`src/rtl/wsl_pkg.sv`:
```
package wsl_pkg;
    typedef enum logic [1:0] {
        SUB_NONE = 2'd0,
        SUB_ONE  = 2'd1,
        SUB_TWO  = 2'd2
    } sub_mode_e;
endpackage

```
`src/rtl/wsl_residue_track.sv`:
```
module wsl_residue_track #(
    parameter int W       = 16,
    parameter int NPLANES = 8,
    parameter int PW      = 3
) (
    input  logic           clk,
    input  logic           rst,
    input  logic           wide_fetch,
    input  logic           bpl_fetch,
    input  logic [PW-1:0]  bpl_plane,
    input  logic [2*W-1:0] bpl_data,
    input  logic           bpl_addr1,
    input  logic           bus_load,
    input  logic [W-1:0]   bus_word,
    input  logic           cop_exec,
    input  logic [W-1:0]   cop_exec_word,
    input  logic [PW-1:0]  rd_plane,
    output logic [W-1:0]   last_word,
    output logic [2*W-1:0] full_copy,
    output logic [2*W-1:0] spr_copy
);
    typedef struct packed {
        logic [W-1:0]                  last;
        logic [NPLANES-1:0][2*W-1:0]   full;
        logic [NPLANES-1:0][2*W-1:0]   spr;
    } trk_t;

    trk_t st_d, st_q;
    logic [W-1:0] lo_half, hi_half, single_word;

    assign lo_half     = bpl_data[W-1:0];
    assign hi_half     = bpl_data[2*W-1:W];
    assign single_word = bpl_addr1 ? lo_half : hi_half;

    always_comb begin
        st_d = st_q;
        if (bpl_fetch) begin
            if (wide_fetch) begin
                st_d.full[bpl_plane] = bpl_data;
                st_d.last            = lo_half;
            end else begin
                st_d.full[bpl_plane] = {{W{1'b0}}, single_word};
                st_d.spr[bpl_plane]  = bpl_addr1 ? {lo_half, lo_half} : bpl_data;
                st_d.last            = single_word;
            end
        end else if (cop_exec) begin
            st_d.last = cop_exec_word;
        end else if (bus_load) begin
            st_d.last = bus_word;
        end
    end

    always_ff @(posedge clk) begin
        if (rst) st_q <= '0;
        else     st_q <= st_d;
    end

    assign last_word = st_q.last;
    assign full_copy = st_q.full[rd_plane];
    assign spr_copy  = st_q.spr[rd_plane];

    p_wide_last_r6: assert property (@(posedge clk) disable iff (rst)
        (bpl_fetch && wide_fetch) |=> (last_word == $past(bpl_data[W-1:0])));
    p_exec_last_r7: assert property (@(posedge clk) disable iff (rst)
        (cop_exec && !bpl_fetch) |=> (last_word == $past(cop_exec_word)));
    p_quiet_hold_r7: assert property (@(posedge clk) disable iff (rst)
        (!bpl_fetch && !cop_exec && !bus_load) |=> $stable(last_word));
endmodule

```
`src/rtl/wsl_slot_bank.sv`:
```
module wsl_slot_bank
    import wsl_pkg::*;
#(
    parameter int W     = 16,
    parameter int SLOTS = 4
) (
    input  logic             clk,
    input  logic             rst,
    input  logic             wr,
    input  logic [W-1:0]     wr_val,
    input  sub_mode_e        mode,
    input  logic [W-1:0]     res16,
    input  logic [2*W-1:0]   res32,
    output logic [SLOTS*W-1:0] slots_o
);
    typedef struct packed {
        logic [SLOTS-1:0][W-1:0] slot;
    } bank_t;

    bank_t bk_d, bk_q;

    always_comb begin
        bk_d = bk_q;
        if (wr) begin
            for (int k = 0; k < SLOTS; k++) bk_d.slot[k] = wr_val;
            case (mode)
                SUB_ONE: bk_d.slot[0] = res16;
                SUB_TWO: begin
                    bk_d.slot[0] = res32[2*W-1:W];
                    bk_d.slot[1] = res32[W-1:0];
                end
                default: ;
            endcase
        end
    end

    always_ff @(posedge clk) begin
        if (rst) bk_q <= '0;
        else     bk_q <= bk_d;
    end

    assign slots_o = bk_q.slot;

    p_plain_fill_r2: assert property (@(posedge clk) disable iff (rst)
        (wr && mode == SUB_NONE) |=> (slots_o == {SLOTS{$past(wr_val)}}));
    p_pair_sub_r4: assert property (@(posedge clk) disable iff (rst)
        (wr && mode == SUB_TWO) |=> (slots_o[2*W-1:0] == {$past(res32[W-1:0]), $past(res32[2*W-1:W])}));
    p_idle_hold_r9: assert property (@(posedge clk) disable iff (rst)
        !wr |=> $stable(slots_o));
endmodule

```
`src/rtl/wide_sprite_latch.sv`:
```
module wide_sprite_latch
    import wsl_pkg::*;
#(
    parameter int W       = 16,
    parameter int SLOTS   = 4,
    parameter int NPLANES = 8,
    localparam int PW     = (NPLANES > 1) ? $clog2(NPLANES) : 1
) (
    input  logic               clk,
    input  logic               rst,
    input  logic               wr_a,
    input  logic [W-1:0]       wr_a_val,
    input  logic               wr_b,
    input  logic [W-1:0]       wr_b_val,
    input  logic [3:0]         fmode,
    input  logic               prev_slot_bpl,
    input  logic [PW-1:0]      next_plane,
    input  logic               bpl_fetch,
    input  logic [PW-1:0]      bpl_plane,
    input  logic [2*W-1:0]     bpl_data,
    input  logic               bpl_addr1,
    input  logic               bus_load,
    input  logic [W-1:0]       bus_word,
    input  logic               cop_exec,
    input  logic [W-1:0]       cop_exec_word,
    output logic [SLOTS*W-1:0] spr_a,
    output logic [SLOTS*W-1:0] spr_b,
    output logic [1:0]         spr_width
);
    logic [W-1:0]   last_word;
    logic [2*W-1:0] full_copy, spr_copy, res32;
    sub_mode_e      mode;
    logic [1:0]     width_d, width_q;

    wsl_residue_track #(.W(W), .NPLANES(NPLANES), .PW(PW)) u_track (
        .clk           (clk),
        .rst           (rst),
        .wide_fetch    (|fmode[1:0]),
        .bpl_fetch     (bpl_fetch),
        .bpl_plane     (bpl_plane),
        .bpl_data      (bpl_data),
        .bpl_addr1     (bpl_addr1),
        .bus_load      (bus_load),
        .bus_word      (bus_word),
        .cop_exec      (cop_exec),
        .cop_exec_word (cop_exec_word),
        .rd_plane      (next_plane),
        .last_word     (last_word),
        .full_copy     (full_copy),
        .spr_copy      (spr_copy)
    );

    always_comb begin
        if (!fmode[3])                   mode = SUB_NONE;
        else if (fmode[2] && prev_slot_bpl) mode = SUB_TWO;
        else                             mode = SUB_ONE;
        res32   = (|fmode[1:0]) ? full_copy : spr_copy;
        width_d = (wr_a || wr_b) ? fmode[3:2] : width_q;
    end

    always_ff @(posedge clk) begin
        if (rst) width_q <= '0;
        else     width_q <= width_d;
    end

    assign spr_width = width_q;

    logic [1:0]           wr_vec;
    logic [1:0][W-1:0]    val_vec;
    logic [1:0][SLOTS*W-1:0] out_vec;

    assign wr_vec  = {wr_b, wr_a};
    assign val_vec = {wr_b_val, wr_a_val};

    for (genvar g = 0; g < 2; g++) begin : g_plane
        wsl_slot_bank #(.W(W), .SLOTS(SLOTS)) u_bank (
            .clk     (clk),
            .rst     (rst),
            .wr      (wr_vec[g]),
            .wr_val  (val_vec[g]),
            .mode    (mode),
            .res16   (last_word),
            .res32   (res32),
            .slots_o (out_vec[g])
        );
    end

    assign spr_a = out_vec[0];
    assign spr_b = out_vec[1];

    p_bus_residue_r3: assert property (@(posedge clk) disable iff (rst)
        (wr_a && fmode[3] && !prev_slot_bpl) |=> (spr_a[W-1:0] == $past(last_word)));
    p_width_latch_r8: assert property (@(posedge clk) disable iff (rst)
        (wr_a || wr_b) |=> (spr_width == $past(fmode[3:2])));
    p_width_hold_r8: assert property (@(posedge clk) disable iff (rst)
        (!wr_a && !wr_b) |=> $stable(spr_width));
endmodule

```
`config.mk`:
```
export PLATFORM = sky130hd
export DESIGN_NAME = wide_sprite_latch
export DESIGN_NICKNAME = d
export VERILOG_FILES = /design/src/rtl/wsl_pkg.sv /design/src/rtl/wsl_residue_track.sv /design/src/rtl/wsl_slot_bank.sv /design/src/rtl/wide_sprite_latch.sv
export SDC_FILE = /design/constraint.sdc
export NUM_CORES = 1
export LEC_CHECK = 0
export ABC_CLOCK_PERIOD_IN_PS = 2120
export CELL_PAD_IN_SITES_DETAIL_PLACEMENT = 0
export CELL_PAD_IN_SITES_GLOBAL_PLACEMENT = 1
export CORE_UTILIZATION = 44
export DETAILED_ROUTE_END_ITERATION = 10
export PLACE_DENSITY = 0.78
export SLEW_MARGIN = 20
export SYNTH_ARGS = -nofsm -noshare
export SYNTH_HDL_FRONTEND = slang
export SYNTH_SLANG_ARGS = --single-unit
```
`constraint.sdc`:
```
create_clock -name clk -period 2.12 [get_ports clk]
set_input_delay 0.424 -clock clk [delete_from_list [all_inputs] [get_ports clk]]
set_output_delay 0.424 -clock clk [all_outputs]
set_load 0.02 [all_outputs]
```
# == Word-level counts from Yosys, hierarchy flattened ==
# Index checks and enable logic that the tools add are counted.
# Widths: inputs -> output; s select.
# classes
magnitude_cmp,3
mux,22
mul,0
n_eq_ne,2
div,0
addsub,0
bitwise_logic,1
n_shift,0
n_reduce_logical,6
# op_table
operator,count
$bwmux 256,3
$mux 272,1
$bmux 32 s3,2
$mux 32,5
$demux 32 s3,1
$mux 16,6
$pmux 16 s2,2
$lt 3x4->1 const B,2
$mux 2,2
$ge 3x1->1 const B,1
$reduce_bool 3->1,1
$eq 2x1->1 const B,1
$eq 2x2->1 const B,1
$logic_and 1x1->1,2
$reduce_and 2->1,1
$reduce_or 2->1,1
$logic_or 1x1->1,1
$not 1->1,1
# word_totals
latch_bits,0
ramBits,0
output_inout_bits,130
elab_cells,58
register_bits,626
memories,0
mem_bits_ro,0
in_bits,115

# == Longest topological paths before layout ==
# Gate-level depths: netlist of the first run.
# depth
word_depth,7
ltp_mapped,8
depth_no_buf,4

# == Cells and area by module ==
# A second synthesis of the first run with hierarchy kept.
# unflattened
cells_unflattened,2845
area_unflattened_um2,29309.4
# by_module_without_submodules
mod,instances,area_each_um2,cells_per_inst
wsl_residue_track,1,24154.4,2324
wsl_slot_bank,2,2323.5,237
wide_sprite_latch,1,508.0,47

# == Worst setup path after synthesis of the first run ==
# Ideal clock, no wire load.
# synth_path
path_type,input -> register
from,input fmode[1]
to,register u_track.st_q[389] (netlist name)
slack_ps,279
stages,6
setup_ps,138
t_required_ps,1982
n_path_buf,2
t_arrival_ps,1703
path_cell_list,or2_1 -> buf_2 -> nor2_4 -> buf_6 -> mux2i_2 -> a211oi_1
# synth_via
elab_chain_cells,2
# synth_lines
element,line,text
"start, declared",wide_sprite_latch.sv:15,"input logic [3:0] fmode,"
$reduce_or 2->1,wide_sprite_latch.sv:38,".wide_fetch (|fmode[1:0]),"
$mux 272,wsl_residue_track.sv:38,if (wide_fetch) begin
"end signal, assigned",wsl_residue_track.sv:55,else st_q <= st_d;
"end, declared",wsl_residue_track.sv:28,"trk_t st_d, st_q;"
# No other way between the ends.
# A chain may end at the register's enable or synchronous reset.

# == Final worst setup path of the first run ==
# layout_path
from,"register g_plane[1].u_bank.bk_q, in the netlist g_plane[1].u_bank.slots_o[61]"
to,output spr_b[61]
# layout_rtl
element,line,text
"start, declared",wsl_slot_bank.sv:20,"bank_t bk_d, bk_q;"
"start signal, assigned",wsl_slot_bank.sv:39,else bk_q <= bk_d;
"end, declared",wide_sprite_latch.sv:27,"output logic [SLOTS*W-1:0] spr_b,"
# No word-level cell between the ends.

==> summary.md, run 1 <==
| Metric | Value |
|---|---|
| Dpl cells | 4059 |
| Global Route Usage Sum | 31.0% |
| Dpl hpwl | 69300 µm |
| Worst Setup Slack, final | 30.7 ps |
| Fin cells | 4178 |
| Final core occ | 55.8% |
| Global routing's busiest layer | met2 |
| Synth warn | 0 |
| Startpoint types | register |
| Number of global-route vias before repair | 22993 |
| Longest Clk Path Bufs | 3 |
| Iter 0 DRT Violations | 2319 |
| CTS tree | yes |
| I/O Buffers | 244 |
| Layout Nets | 3460 |
| Post-route DRC | 0 |
| Reg-to-Reg Start | u_track.st_q[109] |
| P per Cell Area | 816 nW/µm² |
| Grt met2 use | 49.1% |
| R2r setup slk | 170 ps |
| Initial antenna violation count | 2 |
| Clock root buffer | clkbuf_16 |
| Layout cells sized above 1 | 12.7% |
| Crit end category | primary output |
| DIE AREA | 62400 µm² |
| Maximum VDD drop | 0.492 mV |
| Clk sinks | 626 |
| R2R depth | 4 |
| Die Y | 250 µm |
| Hold Slack | 165 ps |
| Crit-path leading delay family | buffers and inverters |
| RSZ-0062 raised after global routing | false |
| CP Class | register to primary output |
| Arr. time, crit path | 1670 ps |
| Antenna diodes | 0 |
| Global-route wire length before repair | 147000 µm |
| Max Cap Viol | 0 |
| # IOs | 245 |
| Total gr overflow | 0 |
| CP required | 1700 ps |
| Outcome | finished clean |
| Core Box Area | 60600 µm² |
| Cell count along the critical path | 1 |
| Worst-Skew Late Latency | 620 ps |
| Clock H-tree levels | 3 |
| Final Hold Viols | 0 |
| Top_reg_cell synth | dfxtp_1 |
| GRT met1 Usage | 40.5% |
| Synth Net Count | 3233 |
| Max-slew violations | 0 |
| FMAX | 0.479 GHz |
| Vias per Instance | 5.88 |
| Post-synthesis cell type count | 49 |
| Gp weighted congestion | 0.918 |
| Cts hold-fix bufs | 0 |
| Initial Util | 44.6% |
| Reg clk slew, reported paths | 60 ps |
| Total power | 27.6 mW |
| Row count | 90 |
| Most common cell after layout, fill and taps aside | dfxtp_1 |
| Most frequent cells in the layout | 626 x dfxtp_1, 588 x nand2_1, 347 x a21oi_1 |
| Area grow syn2layout | 25.0% |
| Crit path capture | spr_b[61] |
| Die W | 250 µm |
| Async set-or-reset flop fraction in the synthesized netlist | 0% |
| Layout Skew | 18.5 ps |
| Crit-path max FO | 3 |
| R2r endpoint | g_plane[0].u_bank.slots_o[29] |
| Via count | 24556 |
| Slowest stage cell on the critical path | clkdlybuf4s50_1 |
| Final Routed Wirelength | 99100 µm |
| Cells after Synth | 3118 |
| TritonRoute pass-1 iters | 7 |
| Setup_tns | 0 ps |
| Sequential-to-total area share from yosys stat | 46.4% |
| Post-route cell area | 33800 µm² |
| Worst path cell trace | clkdlybuf4s50_1 |
| Critical Path Start | g_plane[1].u_bank.slots_o[61] |
| Worst slew margin | 40.4% |
| Final worst-path cycle share | 98.6% |
| Total CTS buffers | 66 |
| Grt met3 use | 6.55% |
| Pin count of the biggest net entering global routing | 117 |
| Mapped cell area | 27000 µm² |
| Worst slack, placed | -454 ps |
| Antenna viol nets, final | 0 |
| FF+latch count, synth | 626 |
| Leakage dissipation | 12.0 nW |
| CP bufs+invs | 1 |
| Number of synthesized flops with an enable pin | 0 |
| Min-Delay Path Class | input port to register |
| Final min period | 2090 ps |
| Worst-Margin Slew | 888 ps |
| Area after DPL | 31600 µm² |
| Final setup fails | 0 |
| Drt wl/cell | 23.7 µm |
| Syn avg cell area | 8.67 µm² |
| Slowest stage delay, CP | 670 ps |
[timing repair]
action | 4_1_cts | 5_1_grt
buffers inserted | 0 | 0
gates cloned | 0 | 0
setup endpoints to repair | 12 | 2
gates resized for setup | 12 | 1
[where the power goes]
group | switching [mW] | internal (mW)
clock | 5.01 | 6.92
sequential | 0.203 | 12.1
combinational | 1.99 | 1.36
[synthesized netlist by cell type, drive strengths merged, types with 2 or more instances]
library cell | count | area (µm²)
nand4bb | 2 | 22.5
o21ba | 2 | 20.0
and2 | 17 | 106
inv | 2 | 7.51
nor3 | 3 | 15.0
nand4b | 3 | 26.3
a22oi | 93 | 698
nand3 | 30 | 150
a21o | 13 | 97.6
o221ai | 15 | 131
a22o | 3 | 26.3
and4bb | 3 | 37.5
a21oi | 347 | 1740
nor2b | 17 | 106
dfxtp | 626 | 12500
or2 | 3 | 18.8
mux2i | 250 | 2540
o21ai | 83 | 415
nor2 | 295 | 1130
mux4 | 35 | 788
nor3b | 2 | 15.0
a221oi | 6 | 52.6
buf | 149 | 927
o21a | 2 | 15.0
clkbuf | 189 | 709
and4b | 3 | 30.0
a31oi | 61 | 382
clkinv | 3 | 11.3
a32oi | 16 | 140
a211oi | 248 | 1860
nand2 | 588 | 2210
[registers in the layout, indices dropped and copies added, names as in the netlist]
signal and count:
u_track.last_word 16, g_plane.u_bank.slots_o 96, spr_width 2, u_track.st_q 512
[per-layer routing]
layer,share of wire (%),vias up
met5,0.013,-
met2,45,1137
met3,8.7,160
li1,-,11419
met1,42,11838
met4,4.1,2
[worst min-delay path by stage]
stage | slack [ps] | cells after the start | endpoint | startpoint
2_1_floorplan | 430 | 2 | u_track.last_word[7] | u_track.last_word[7]
3_3_place_gp | 440 | 2 | u_track.st_q[14] | u_track.st_q[14]
3_5_place_dp | 450 | 2 | u_track.st_q[5] | u_track.st_q[5]
4_1_cts | 150 | 2 | u_track.st_q[476] | rst
5_1_grt | 170 | 2 | u_track.st_q[507] | rst
6_report | 170 | 2 | u_track.st_q[476] | rst
[cell families after synthesis]
family / Yosys count / synth area share, %
and+or+nand+nor: 974 / 14.5
DFF: 626 / 46.4
muxes: 285 / 12.3
AOI/OAI and AO/OA: 890 / 20.7
buffers and inverters: 343 / 6.12
[final cells by class]
| cell class | instances | area, µm² |
|---|---|---|
| Clock buffer | 93 | 1850 |
| Fill cell | 5353 | 26800 |
| Multi-Input combinational cell | 2149 | 12900 |
| Inverter | 5 | 18.8 |
| Sequential cell | 626 | 12500 |
| Timing Repair Buffer | 497 | 5130 |
| Clock inverter | 26 | 363 |
| Tap cell | 782 | 978 |
(Power assumes the default switching activity.)
==> run 2, diff against run 1 <==
--- a/config.mk
+++ b/config.mk
@@ -11,7 +11,6 @@
 export CORE_UTILIZATION = 44
 export DETAILED_ROUTE_END_ITERATION = 10
 export PLACE_DENSITY = 0.78
-export SLEW_MARGIN = 20
 export SYNTH_ARGS = -nofsm -noshare
 export SYNTH_HDL_FRONTEND = slang
 export SYNTH_SLANG_ARGS = --single-unit
==> results of run 2 <==
Same layout as run 1: the final DEF is identical, and so are final timing and power.
